## src/rtl/ramp_adc_pkg.sv

```systemverilog
package ramp_adc_pkg;
  typedef enum logic {
    ST_IDLE = 1'b0,
    ST_RUN  = 1'b1
  } ramp_state_e;
endpackage

```

## src/rtl/ramp_adc_ctrl.sv

```systemverilog
module ramp_adc_ctrl
  import ramp_adc_pkg::*;
(
  input  logic clk_i,
  input  logic rst_ni,
  input  logic start_i,
  input  logic cmp_i,
  input  logic at_max_i,
  output logic clr_o,
  output logic inc_o,
  output logic stop_o,
  output logic ovr_hit_o,
  output logic busy_o
);
  ramp_state_e state_q, state_d;

  logic run;
  assign run       = (state_q == ST_RUN);
  assign clr_o     = (state_q == ST_IDLE) && start_i;
  assign inc_o     = run && cmp_i && !at_max_i;
  assign ovr_hit_o = run && cmp_i && at_max_i;
  assign stop_o    = run && (!cmp_i || at_max_i);
  assign busy_o    = run;

  always_comb begin
    state_d = state_q;
    unique case (state_q)
      ST_IDLE: if (start_i) state_d = ST_RUN;
      ST_RUN:  if (stop_o)  state_d = ST_IDLE;
      default: state_d = ST_IDLE;
    endcase
  end

  always_ff @(posedge clk_i or negedge rst_ni) begin
    if (!rst_ni) state_q <= ST_IDLE;
    else         state_q <= state_d;
  end


  single_action_chk: assert property (@(posedge clk_i) disable iff (!rst_ni)
    !(clr_o && stop_o) && !(inc_o && stop_o));
endmodule

```

## src/rtl/ramp_adc_counter.sv

```systemverilog
module ramp_adc_counter #(
  parameter int WIDTH = 8
) (
  input  logic             clk_i,
  input  logic             rst_ni,
  input  logic             clr_i,
  input  logic             inc_i,
  output logic [WIDTH-1:0] cnt_o,
  output logic             at_max_o
);
  logic [WIDTH-1:0] cnt_q;

  always_ff @(posedge clk_i or negedge rst_ni) begin
    if (!rst_ni)    cnt_q <= '0;
    else if (clr_i) cnt_q <= '0;
    else if (inc_i) cnt_q <= cnt_q + 1'b1;
  end

  assign cnt_o    = cnt_q;
  assign at_max_o = &cnt_q;


  clear_to_zero_chk: assert property (@(posedge clk_i) disable iff (!rst_ni)
    clr_i |=> cnt_o == '0);


  hold_when_idle_chk: assert property (@(posedge clk_i) disable iff (!rst_ni)
    (!clr_i && !inc_i) |=> $stable(cnt_o));
endmodule

```

## src/rtl/ramp_adc_capture.sv

```systemverilog
module ramp_adc_capture #(
  parameter int WIDTH = 8
) (
  input  logic             clk_i,
  input  logic             rst_ni,
  input  logic             load_i,
  input  logic             ovr_hit_i,
  input  logic [WIDTH-1:0] cnt_i,
  output logic [WIDTH-1:0] result_o,
  output logic             ovr_o,
  output logic             done_o
);
  always_ff @(posedge clk_i or negedge rst_ni) begin
    if (!rst_ni) begin
      result_o <= '0;
      ovr_o    <= 1'b0;
      done_o   <= 1'b0;
    end else begin
      done_o <= load_i;
      if (load_i) begin
        result_o <= cnt_i;
        ovr_o    <= ovr_hit_i;
      end
    end
  end


  result_hold_chk: assert property (@(posedge clk_i) disable iff (!rst_ni)
    !load_i |=> $stable(result_o) && $stable(ovr_o));
endmodule

```

## src/rtl/ramp_adc.sv

```systemverilog
module ramp_adc #(
  parameter int WIDTH = 8
) (
  input  logic             clk_i,
  input  logic             rst_ni,
  input  logic             start_i,
  input  logic             cmp_i,
  output logic [WIDTH-1:0] code_o,
  output logic             busy_o,
  output logic             done_o,
  output logic [WIDTH-1:0] result_o,
  output logic             ovr_o
);
  localparam logic [WIDTH-1:0] CODE_MAX = {WIDTH{1'b1}};

  logic clr, inc, stop, ovr_hit, at_max;

  ramp_adc_ctrl u_ctrl (
    .clk_i     (clk_i),
    .rst_ni    (rst_ni),
    .start_i   (start_i),
    .cmp_i     (cmp_i),
    .at_max_i  (at_max),
    .clr_o     (clr),
    .inc_o     (inc),
    .stop_o    (stop),
    .ovr_hit_o (ovr_hit),
    .busy_o    (busy_o)
  );

  ramp_adc_counter #(.WIDTH(WIDTH)) u_cnt (
    .clk_i    (clk_i),
    .rst_ni   (rst_ni),
    .clr_i    (clr),
    .inc_i    (inc),
    .cnt_o    (code_o),
    .at_max_o (at_max)
  );

  ramp_adc_capture #(.WIDTH(WIDTH)) u_cap (
    .clk_i     (clk_i),
    .rst_ni    (rst_ni),
    .load_i    (stop),
    .ovr_hit_i (ovr_hit),
    .cnt_i     (code_o),
    .result_o  (result_o),
    .ovr_o     (ovr_o),
    .done_o    (done_o)
  );


  ramp_step_chk: assert property (@(posedge clk_i) disable iff (!rst_ni)
    (busy_o && cmp_i && code_o != CODE_MAX) |=> busy_o && code_o == $past(code_o) + 1'b1);


  cmp_stop_chk: assert property (@(posedge clk_i) disable iff (!rst_ni)
    (busy_o && !cmp_i) |=> !busy_o && done_o && !ovr_o && result_o == $past(code_o));


  done_pulse_chk: assert property (@(posedge clk_i) disable iff (!rst_ni)
    done_o |-> !busy_o ##1 !done_o);


  full_scale_chk: assert property (@(posedge clk_i) disable iff (!rst_ni)
    (busy_o && cmp_i && code_o == CODE_MAX) |=> done_o && ovr_o && result_o == CODE_MAX);


  start_ignored_chk: assert property (@(posedge clk_i) disable iff (!rst_ni)
    (busy_o && start_i && cmp_i && code_o != CODE_MAX) |=> code_o != '0);
endmodule

```

## config.mk

```make
export PLATFORM = sky130hd
export DESIGN_NAME = ramp_adc
export DESIGN_NICKNAME = d
export VERILOG_FILES = /design/src/rtl/ramp_adc_pkg.sv /design/src/rtl/ramp_adc_ctrl.sv /design/src/rtl/ramp_adc_counter.sv /design/src/rtl/ramp_adc_capture.sv /design/src/rtl/ramp_adc.sv
export SDC_FILE = /design/constraint.sdc
export NUM_CORES = 1
export LEC_CHECK = 0
export ABC_AREA = 1
export BUFFER_PORTS_ARGS = -buffer_cell sky130_fd_sc_hd__buf_2
export CORE_ASPECT_RATIO = 1.1
export CORE_UTILIZATION = 39
export CTS_CLUSTER_DIAMETER = 100
export DETAILED_ROUTE_END_ITERATION = 8
export GPL_TIMING_DRIVEN = 1
export PLACE_DENSITY = 0.63
export SYNTH_ARGS = -nofsm -noshare
export SYNTH_HDL_FRONTEND = slang
export SYNTH_SLANG_ARGS = --single-unit
```

## constraint.sdc

```tcl
create_clock -name clk_i -period 1.7 [get_ports clk_i]
set_input_delay 0 -clock clk_i [delete_from_list [all_inputs] [get_ports clk_i]]
set_output_delay 0 -clock clk_i [all_outputs]
set_load 0.01 [all_outputs]
```

-- Word-level counts from Yosys, hierarchy flattened
Cells that the tools add are included.
- logic and storage cells: 22
- memory bits (read-only): 0
- bits of input ports: 4
- memories kept: 0
- output and inout port bits: 19
- register bits after elaboration: 19
- RAM bits: 0
- bits in latches: 0
- reductions and logical operators: 10
- magnitude comparators: 0
- add/subtract/negate cells: 1
- div/mod/pow operators: 0
- shifts and indexed selects: 0
- bitwise logic cells: 1
- multiplexer cells: 5
- equality and inequality tests: 0
- $mul: 0
- operators with widths (operator ; number):
    $mux 8 ; 2
    $add 8x1->8 const B ; 1
    $reduce_and 8->1 ; 1
    $logic_and 1x1->1 ; 5
    $logic_not 1->1 ; 2
    $mux 1 ; 2
    $pmux 1 s2 ; 1
    $reduce_bool 2->1 ; 1
    $logic_or 1x1->1 ; 1
    $not 1->1 ; 1

-- Depth between registers and ports, before layout
Gate-level depths: netlist (run 1).
- depth in word-level cells: 5
- depth in mapped cells: 9
- gate-level depth less buffers: 9

-- By module
From an unflattened synthesis (run 1), not the netlist that was laid out.
- cells, all modules: 107
- area total of the unflattened synthesis: 855.8 um^2
- modules (own cells, without submodules) (module ; area an instance (um^2) ; cells each ; instances ; seq. area each (um^2)):
    ramp_adc_counter ; 424.2 ; 57 ; 1 ; 200.2
    ramp_adc_capture ; 366.6 ; 39 ; 1 ; 250.2
    ramp_adc_ctrl ; 65.1 ; 11 ; 1 ; 25.0

-- Worst setup path before layout (run 1)
Ideal clock, no wire load.
- kind: reg-to-reg
- start point: register u_cnt.cnt_q[1] (netlist: u_cnt.cnt_o[1])
- end point: register u_cap.ovr_o
- setup slack: 0.257 ns
- clock period less this slack: 1.443 ns
- arrival time: 1.321 ns
- cell stages (with the launch flop): 10
- setup time: 0.122 ns
- cells stage by stage: dfrtp_1 -> ha_1 -> nand2_2 -> nor2_4 -> nand2_2 -> nand2_2 -> nand2_4 -> buf_6 -> nand2_1 -> o21ai_1
- cells in the longest elaborated chain, start to end: 3
- elaborated cells on any way between the ends: 4
- classes of those cells: reduce/logical: 4
- RTL lines (item ; line ; RTL):
    from (decl) ; ramp_adc_counter.sv:11 ; logic [WIDTH-1:0] cnt_q;
    from (signal assigned) ; ramp_adc_counter.sv:16 ; else if (inc_i) cnt_q <= cnt_q + 1'b1;
    $reduce_and 8->1 (*) ; ramp_adc_counter.sv:20 ; assign at_max_o = &cnt_q;
    $logic_or 1x1->1 ; ramp_adc_ctrl.sv:22 ; assign stop_o = run && (!cmp_i || at_max_i);
    $logic_and 1x1->1 ; ramp_adc_ctrl.sv:22 ;
    to (signal assigned) ; ramp_adc_capture.sv:22 ; ovr_o <= ovr_hit_i;
    to (decl) ; ramp_adc_capture.sv:10 ; output logic ovr_o,
Mark *: on every way between the ends. The rest lies on a longest branch, timed or not.
A chain may end at the register's enable or synchronous reset.

-- Worst setup path after layout (run 1)
- start point: register u_cnt.cnt_q[1] (netlist: u_cnt.cnt_o[1])
- end point: register u_cnt.cnt_q[7] (netlist: u_cnt.cnt_o[7])
- cells in the longest elaborated chain, start to end: 4
- elaborated cells on any way between the ends: 7
- classes of those cells: add/sub: 1; mux: 2; reduce/logical: 4
- RTL lines (item):
    branches (longest 4 deep; another with $add 8x1->8)
Several ways; the timed one is not identified. The select of a mux whose other input is x is not followed.

==> results of run 1 <==
## Yosys cell counts, drive strengths merged
library cell  count  area, um^2
nand2            39         171
nor3              1        5.00
xor2              1        8.76
a21oi             1        5.00
nor2              9        43.8
nand3             3        15.0
inv              14        52.6
o21ai            15         101
nand4             3        18.8
dfrtp            19         475
ha                1        12.5
buf               1        11.3
## layout make-up
cell class	count	area share, %
clock buffers	4	2.39
inverters	14	4.77
multi-input cells	73	34.7
flip-flops and latches	19	43.2
well taps	30	3.41
repair buffers	24	11.6
## final timing paths
check | endpoint | slack, ns | cells after the start
worst max-delay path | u_cnt.cnt_o[7] | 0.22 | 6
worst min-delay path | u_cap.ovr_o | 0.002 | 3
worst max register to register | u_cnt.cnt_o[7] | 0.22 | 6
worst min register to register | u_cap.result_o[4] | 0.48 | 2
max in group asynchronous | u_cap.result_o[4] | 1.26 | 2
min in group asynchronous | u_cap.done_o | 0.15 | 2
## tightest hold or removal path: cells and delay by family
| family | cells | cell delay, ns |
|---|---|---|
| and+or+nand+nor | 1 | 0.10 |
| buffers and inverters | 1 | 0.11 |
| AOI/OAI and AO/OA | 1 | 0.07 |
## registers in the layout, summed over array words and instances (netlist names)
register	flops
u_ctrl.busy_o	1
u_cnt.cnt_o	8
u_cap.done_o	1
u_cap.ovr_o	1
u_cap.result_o	8
## kinds of logic after synthesis
kind of cell    synth area share [%]
flops                           51.6
buf+inv                         6.93
xor+xnor                       0.951
fa+ha+maj                       1.36
compound gates                  11.5
simple gates                    27.6
## metal layers
layer / GRT usage (%) / up-vias / part of all wire (%) / wire length, um
li1: - / 394 / - / -
met1: 20.6 / 350 / 46 / 861
met2: 26.8 / 26 / 47 / 868
met3: 4.31 / 10 / 4.2 / 77
met4: 10.3 / 0 / 2.5 / 46
met5: 0 / - / 0 / 0
## metrics by stage
stage | hold slack (ns) | total power [mW] | util (%) | instance area [um^2]
2_1_floorplan | -0.296 | 0.813 | - | 921
3_3_place_gp | -0.0454 | 0.935 | 47.8 | 1060
3_5_place_dp | -0.0365 | 0.938 | 47.8 | 1060
4_1_cts | 0.0172 | 1.17 | 49.4 | 1100
5_1_grt | 0.0111 | 1.26 | 49.4 | 1100
6_report | 0.00227 | 1.16 | 49.4 | 1100
## timing repair
item                                    CTS  global route
hold endpoints to repair                 19             0
endpoints found under the setup margin    0             0
hold buffers                              1             0
## where the power goes
part / total (mW) / switching, mW / leakage [nW] / internal, mW
logic: 0.326 / 0.196 / 0.324 / 0.130
registers: 0.604 / 0.0784 / 0.256 / 0.526
clock network: 0.232 / 0.140 / 0.0150 / 0.0917
## cell usage in the layout, fill, tap and decap left out, drive strengths merged
cell type,count
o21ai,15
dfrtp,19
nand2,39
dlygate4sd3,1
inv,14
nand3,3
clkbuf,4
nor3,1
ha,1
nor2,9
buf,23
nand4,3
a21oi,1
xor2,1
==> impl_metrics.yaml, run 1 <==
outcome:
  outcome: "finished clean"
placed_design:
  hpwl_mm: 1.31
  post-place-cells: 159
  dp_slack_ns: 0.264
  io_buffer_count: 22
  globalplace.congestion: 0.892
sta:
  maxSlewViolCount: 0
  min_period_ns: 1.48
  fmaxAchievable_mhz: 674
  hold_violations: 0
  rsz0062_at_grt: "false"
  worst_slew_margin_rel_pct: 72.3
  finalSetupTns_ns: 0
  finClkSkew_ns: 0.00303
  finalWorstSetupSlack_ns: 0.216
  worst_pin_slew_ns: 0.415
  setup_violations: 0
  finalCritPeriodShare_pct: 87.3
clocking:
  cts_resized: 0
  cts_buffer_depth: 2
  cts_root_buf: "clkbuf_4"
  tritoncts: "built"
  cts_made_buffers: 3
  clkSinkCount: 19
  htree_levels: 1
  clkLatencyLatePin_ns: 0.30
  cts_setup_buffers: 0
  path_clk_slew_ns: 0.10
routing:
  viasPerCell: 4.76
  antenna_left: 0
  vias: 780
  drt_iter0_markers: 17
  drtPass1Iterations: 4
  wl_per_cell_um: 11.3
  wl_mm: 1.85
  drc: 0
worst_setup_path:
  start_kind: "flip-flop"
  crit_arrival_ns: 1.73
  timing.rr.start: "u_cnt.cnt_o[1]"
  crit_slowest_cell: "dfrtp_1"
  worst_ep_required_time_ns: 1.95
  path_cells: "ha_1, nand2_2, nor2_4, a21oi_1, nand4_1, nand2_1"
  crit_fanout: 5
  path_class: "reg -> reg"
  critPathBufInv: 0
  cp-startpoint: "u_cnt.cnt_o[1]"
  path_delay_family: "flip-flops"
  slowest_delay_ns: 0.44
  end_kind: "flip-flop"
layout:
  nFillCells: 212
  nets: 140
  antennaDiodeCount: 0
  drive_gt1_share_pct: 33.6
  ff_latch_area_um2: 475
  stdcell_count: 164
  area_growth_pct: 19.6
  multi_input_area_um2: 382
yosys:
  mappedNetlistNets: 112
  syn_area_per_cell_um2: 8.61
  syn_area_um2: 921
  ys_types: 19
  syn_inst: 107
  synth-seq-cells: 19
  ys_warn_count: 0
  seq_area_frac_synth_pct: 51.6
power_and_ir_drop:
  p_per_area_nw_per_um2: 1060
  cellLeakagePower_nw: 0.595
  peakVddDrop_mv: 0.741
global_route:
  antenna_found_initial: 0
  grt_start_max_net_pins: 20
  grt_pass1_vias: 709
  grt_usage_pct: 16.8
  grt_pass1_wl_mm: 3.13
  grt_overflow: 0
floorplanning:
  dieArea_um2: 2560
  fp.dieW_um: 48.3
  die_y_um: 53.0
  io_pins: 23
  initial_core_util_pct: 41.3
  core-area_um2: 2230
  num_rows: 18
job:
  maxCapViolCount: 0
min_path:
  worstHoldStart: "cmp_i"
  min_path_type: "in -> reg"
(Power assumes the default switching activity.)
==> run 2, diff against run 1 <==
--- a/config.mk
+++ b/config.mk
@@ -5,7 +5,6 @@
 export SDC_FILE = /design/constraint.sdc
 export NUM_CORES = 1
 export LEC_CHECK = 0
-export ABC_AREA = 1
 export BUFFER_PORTS_ARGS = -buffer_cell sky130_fd_sc_hd__buf_2
 export CORE_ASPECT_RATIO = 1.1
 export CORE_UTILIZATION = 39
==> constraint.sdc (replaced) <==
create_clock -name clk_i -period 1.6 [get_ports clk_i]
set_input_delay 0 -clock clk_i [delete_from_list [all_inputs] [get_ports clk_i]]
set_output_delay 0 -clock clk_i [all_outputs]
set_load 0.01 [all_outputs]
==> impl_metrics.yaml, run 2 <==
outcome:
  outcome: "finished clean"
placed_design:
  dp_slack_ns: 0.0873
  hpwl_mm: 1.31
  post-place-cells: 128
  io_buffer_count: 22
  globalplace.congestion: 0.809
worst_setup_path:
  end_kind: "flip-flop"
  start_kind: "flip-flop"
  crit_arrival_ns: 1.80
  crit_cells: 6
  critPathCapture: "u_cnt.cnt_o[6]"
  cp-startpoint: "u_cnt.cnt_o[0]"
  timing.rr.start: "u_cnt.cnt_o[0]"
  slowest_delay_ns: 0.44
  reg2reg_slack_ns: 0.04
  crit_slowest_cell: "dfrtp_1"
  crit_fanout: 7
  critPathBufInv: 1
  reg2regPathDepth: 6
  worstReg2RegEnd: "u_cnt.cnt_o[6]"
  path_delay_family: "simple AND/OR/NAND/NOR gates"
  path_cells: "ha_4, nand3_2, buf_6, o21ai_4, or4_1, a21oi_1"
  worst_ep_required_time_ns: 1.84
  path_class: "reg -> reg"
yosys:
  yosys.area_share.adder_pct: 1.47
  syn_area_per_cell_um2: 12.7
  synth_xor_area_share_pct: 3.10
  synth_edf_count: 0
  seq_area_frac_synth_pct: 56.0
  synth-compound-area-share_pct: 11.2
  synth-seq-cells: 19
  synth_top_family_by_area: "simple AND/OR/NAND/NOR gates"
  syn_area_um2: 848
  ys.flop_type: "dfrtp_1"
  ys_warn_count: 0
  mappedNetlistNets: 72
  netlist.top_cell.by_area: "dfrtp_1"
  synth_area_leaders: "dfrtp_1, mux2_1, o21ai_4, xor2_1, o211ai_1"
  synth_simple_gate_area_share_pct: 15.5
  ys_types: 25
  synth_top_area_share_pct: 56.0
  yosysMostFrequentCell: "dfrtp_1"
  ys_top_cells_by_count: "dfrtp_1, mux2_1, nor2_1"
  synthArstFlopShare_pct: 100
  syn_inst: 67
  synth_mux_area_share_pct: 11.8
global_route:
  grt_pass1_vias: 696
  grt_usage_pct: 18.1
  grt_start_max_net_pins: 20
  grt_pass1_wl_mm: 3.02
  antenna_found_initial: 0
  grt_overflow: 0
clocking:
  htree_levels: 1
  path_clk_slew_ns: 0.11
  cts_root_buf: "clkbuf_4"
  tritoncts: "built"
  clkSinkCount: 19
  cts_made_buffers: 3
  cts_setup_buffers: 0
  cts_buffer_depth: 2
  clkLatencyLatePin_ns: 0.30
sta:
  timing.hold.ws_ns: 0.0303
  finalCritPeriodShare_pct: 97.6
  maxSlewViolCount: 0
  fmaxAchievable_mhz: 640
  finalSetupTns_ns: 0
  finalWorstSetupSlack_ns: 0.0383
  min_period_ns: 1.56
  worst_pin_slew_ns: 0.427
  hold_violations: 0
  finClkSkew_ns: 0.00152
  worst_slew_margin_rel_pct: 71.6
  setup_violations: 0
layout:
  antennaDiodeCount: 0
  drive_gt1_share_pct: 42.5
  nets: 112
  final_cell_mix: "buf_2, dfrtp_1, buf_4, mux2_1, nor2_1"
  stdcell_count: 134
  area_growth_pct: 35.5
  final_common_cell: "buf_2"
floorplanning:
  initial_core_util_pct: 42.0
  fp.dieW_um: 46.5
  dieArea_um2: 2370
  core-area_um2: 2020
  num_rows: 17
  io_pins: 23
  die_y_um: 50.9
power_and_ir_drop:
  peakVddDrop_mv: 0.660
  cellLeakagePower_nw: 0.619
  p_per_area_nw_per_um2: 917
routing:
  drc: 0
  viasPerCell: 5.03
  wl_mm: 1.83
  drt_iter0_markers: 12
  vias: 674
  wl_per_cell_um: 13.7
  antenna_left: 0
  drtPass1Iterations: 4
job:
  maxCapViolCount: 0
min_path:
  min_path_type: "in -> reg"
[run 2: changes by cell type after synthesis, sizes merged, moves of 2 or more]
| cell | before | now |
|---|---|---|
| mux2 | 0 | 8 |
| inv | 14 | 2 |
| nor2 | 9 | 6 |
| a21oi | 1 | 4 |
| o21ai | 15 | 3 |
| o31ai | 0 | 2 |
| nand4 | 3 | 1 |
| nand2 | 39 | 3 |
| o211ai | 0 | 3 |
| xor2 | 1 | 3 |
[run 2: how the worst min path moves through the flow]
stage               startpoint             end  slack [ns]  cells past startpoint
CTS                    start_i   u_ctrl.busy_o       0.005                      3
finish                   cmp_i     u_cap.ovr_o        0.03                      3
detailed placement      rst_ni  u_cnt.cnt_o[3]       -0.04                      1
global route             cmp_i     u_cap.ovr_o        0.04                      3
global placement        rst_ni  u_cnt.cnt_o[4]       -0.04                      1
floorplan               rst_ni    u_cap.done_o       -0.30                      0
[run 2: cells by family (layout without fill, tap and decap cells)]
group           after synthesis  after routing
mux                           9              9
buf+inv                       2             41
flops                        19             19
simple gates                 21             21
fa+ha+maj                     1              1
compound gates               12             12
xor+xnor                      3              3
[run 2: cell type report]
type                            instances  area (um^2)
Fill cell                             183          871
Sequential cell                        19          475
Multi-Input combinational cell         46          388
Timing Repair Buffer                   35          216
Tap cell                               28         35.0
Clock buffer                            3         22.5
Inverter                                2         7.51
Clock inverter                          1         5.00
[run 2: report_power, final]
group          switching [mW]  total, mW  internal (mW)
combinational           0.131      0.252          0.121
sequential             0.0302      0.555          0.525
clock                   0.155      0.248         0.0933
total                   0.316       1.05          0.739
[run 2: metrics by stage]
| stage | power, mW | util (%) | cell area, um^2 |
|---|---|---|---|
| 2_1_floorplan | 0.672 | - | 856 |
| 3_3_place_gp | 0.790 | 53.6 | 1080 |
| 3_5_place_dp | 0.796 | 53.6 | 1080 |
| 4_1_cts | 1.05 | 55.5 | 1120 |
| 5_1_grt | 1.11 | 56.9 | 1150 |
| 6_report | 1.05 | 56.9 | 1150 |
[run 2: routing by layer]
| layer | vias to the layer above | part of all wire, % | GRT usage [%] |
|---|---|---|---|
| li1 | 317 | - | - |
| met1 | 322 | 42 | 22.7 |
| met2 | 29 | 50 | 28.0 |
| met3 | 6 | 5.9 | 3.53 |
| met4 | 0 | 2.3 | 10.3 |
| met5 | - | 0 | 0 |
[run 2: timing repair]
action	CTS	global route
endpoints found under the setup margin	0	9
gates resized for setup	0	3
hold buffers	1	1
hold endpoints to repair	19	1
[run 2: tightest hold or removal path: cells and delay by family]
kind	cells	cell delay [ns]
buffers and inverters	2	0.23
AOI/OAI and AO/OA	1	0.08
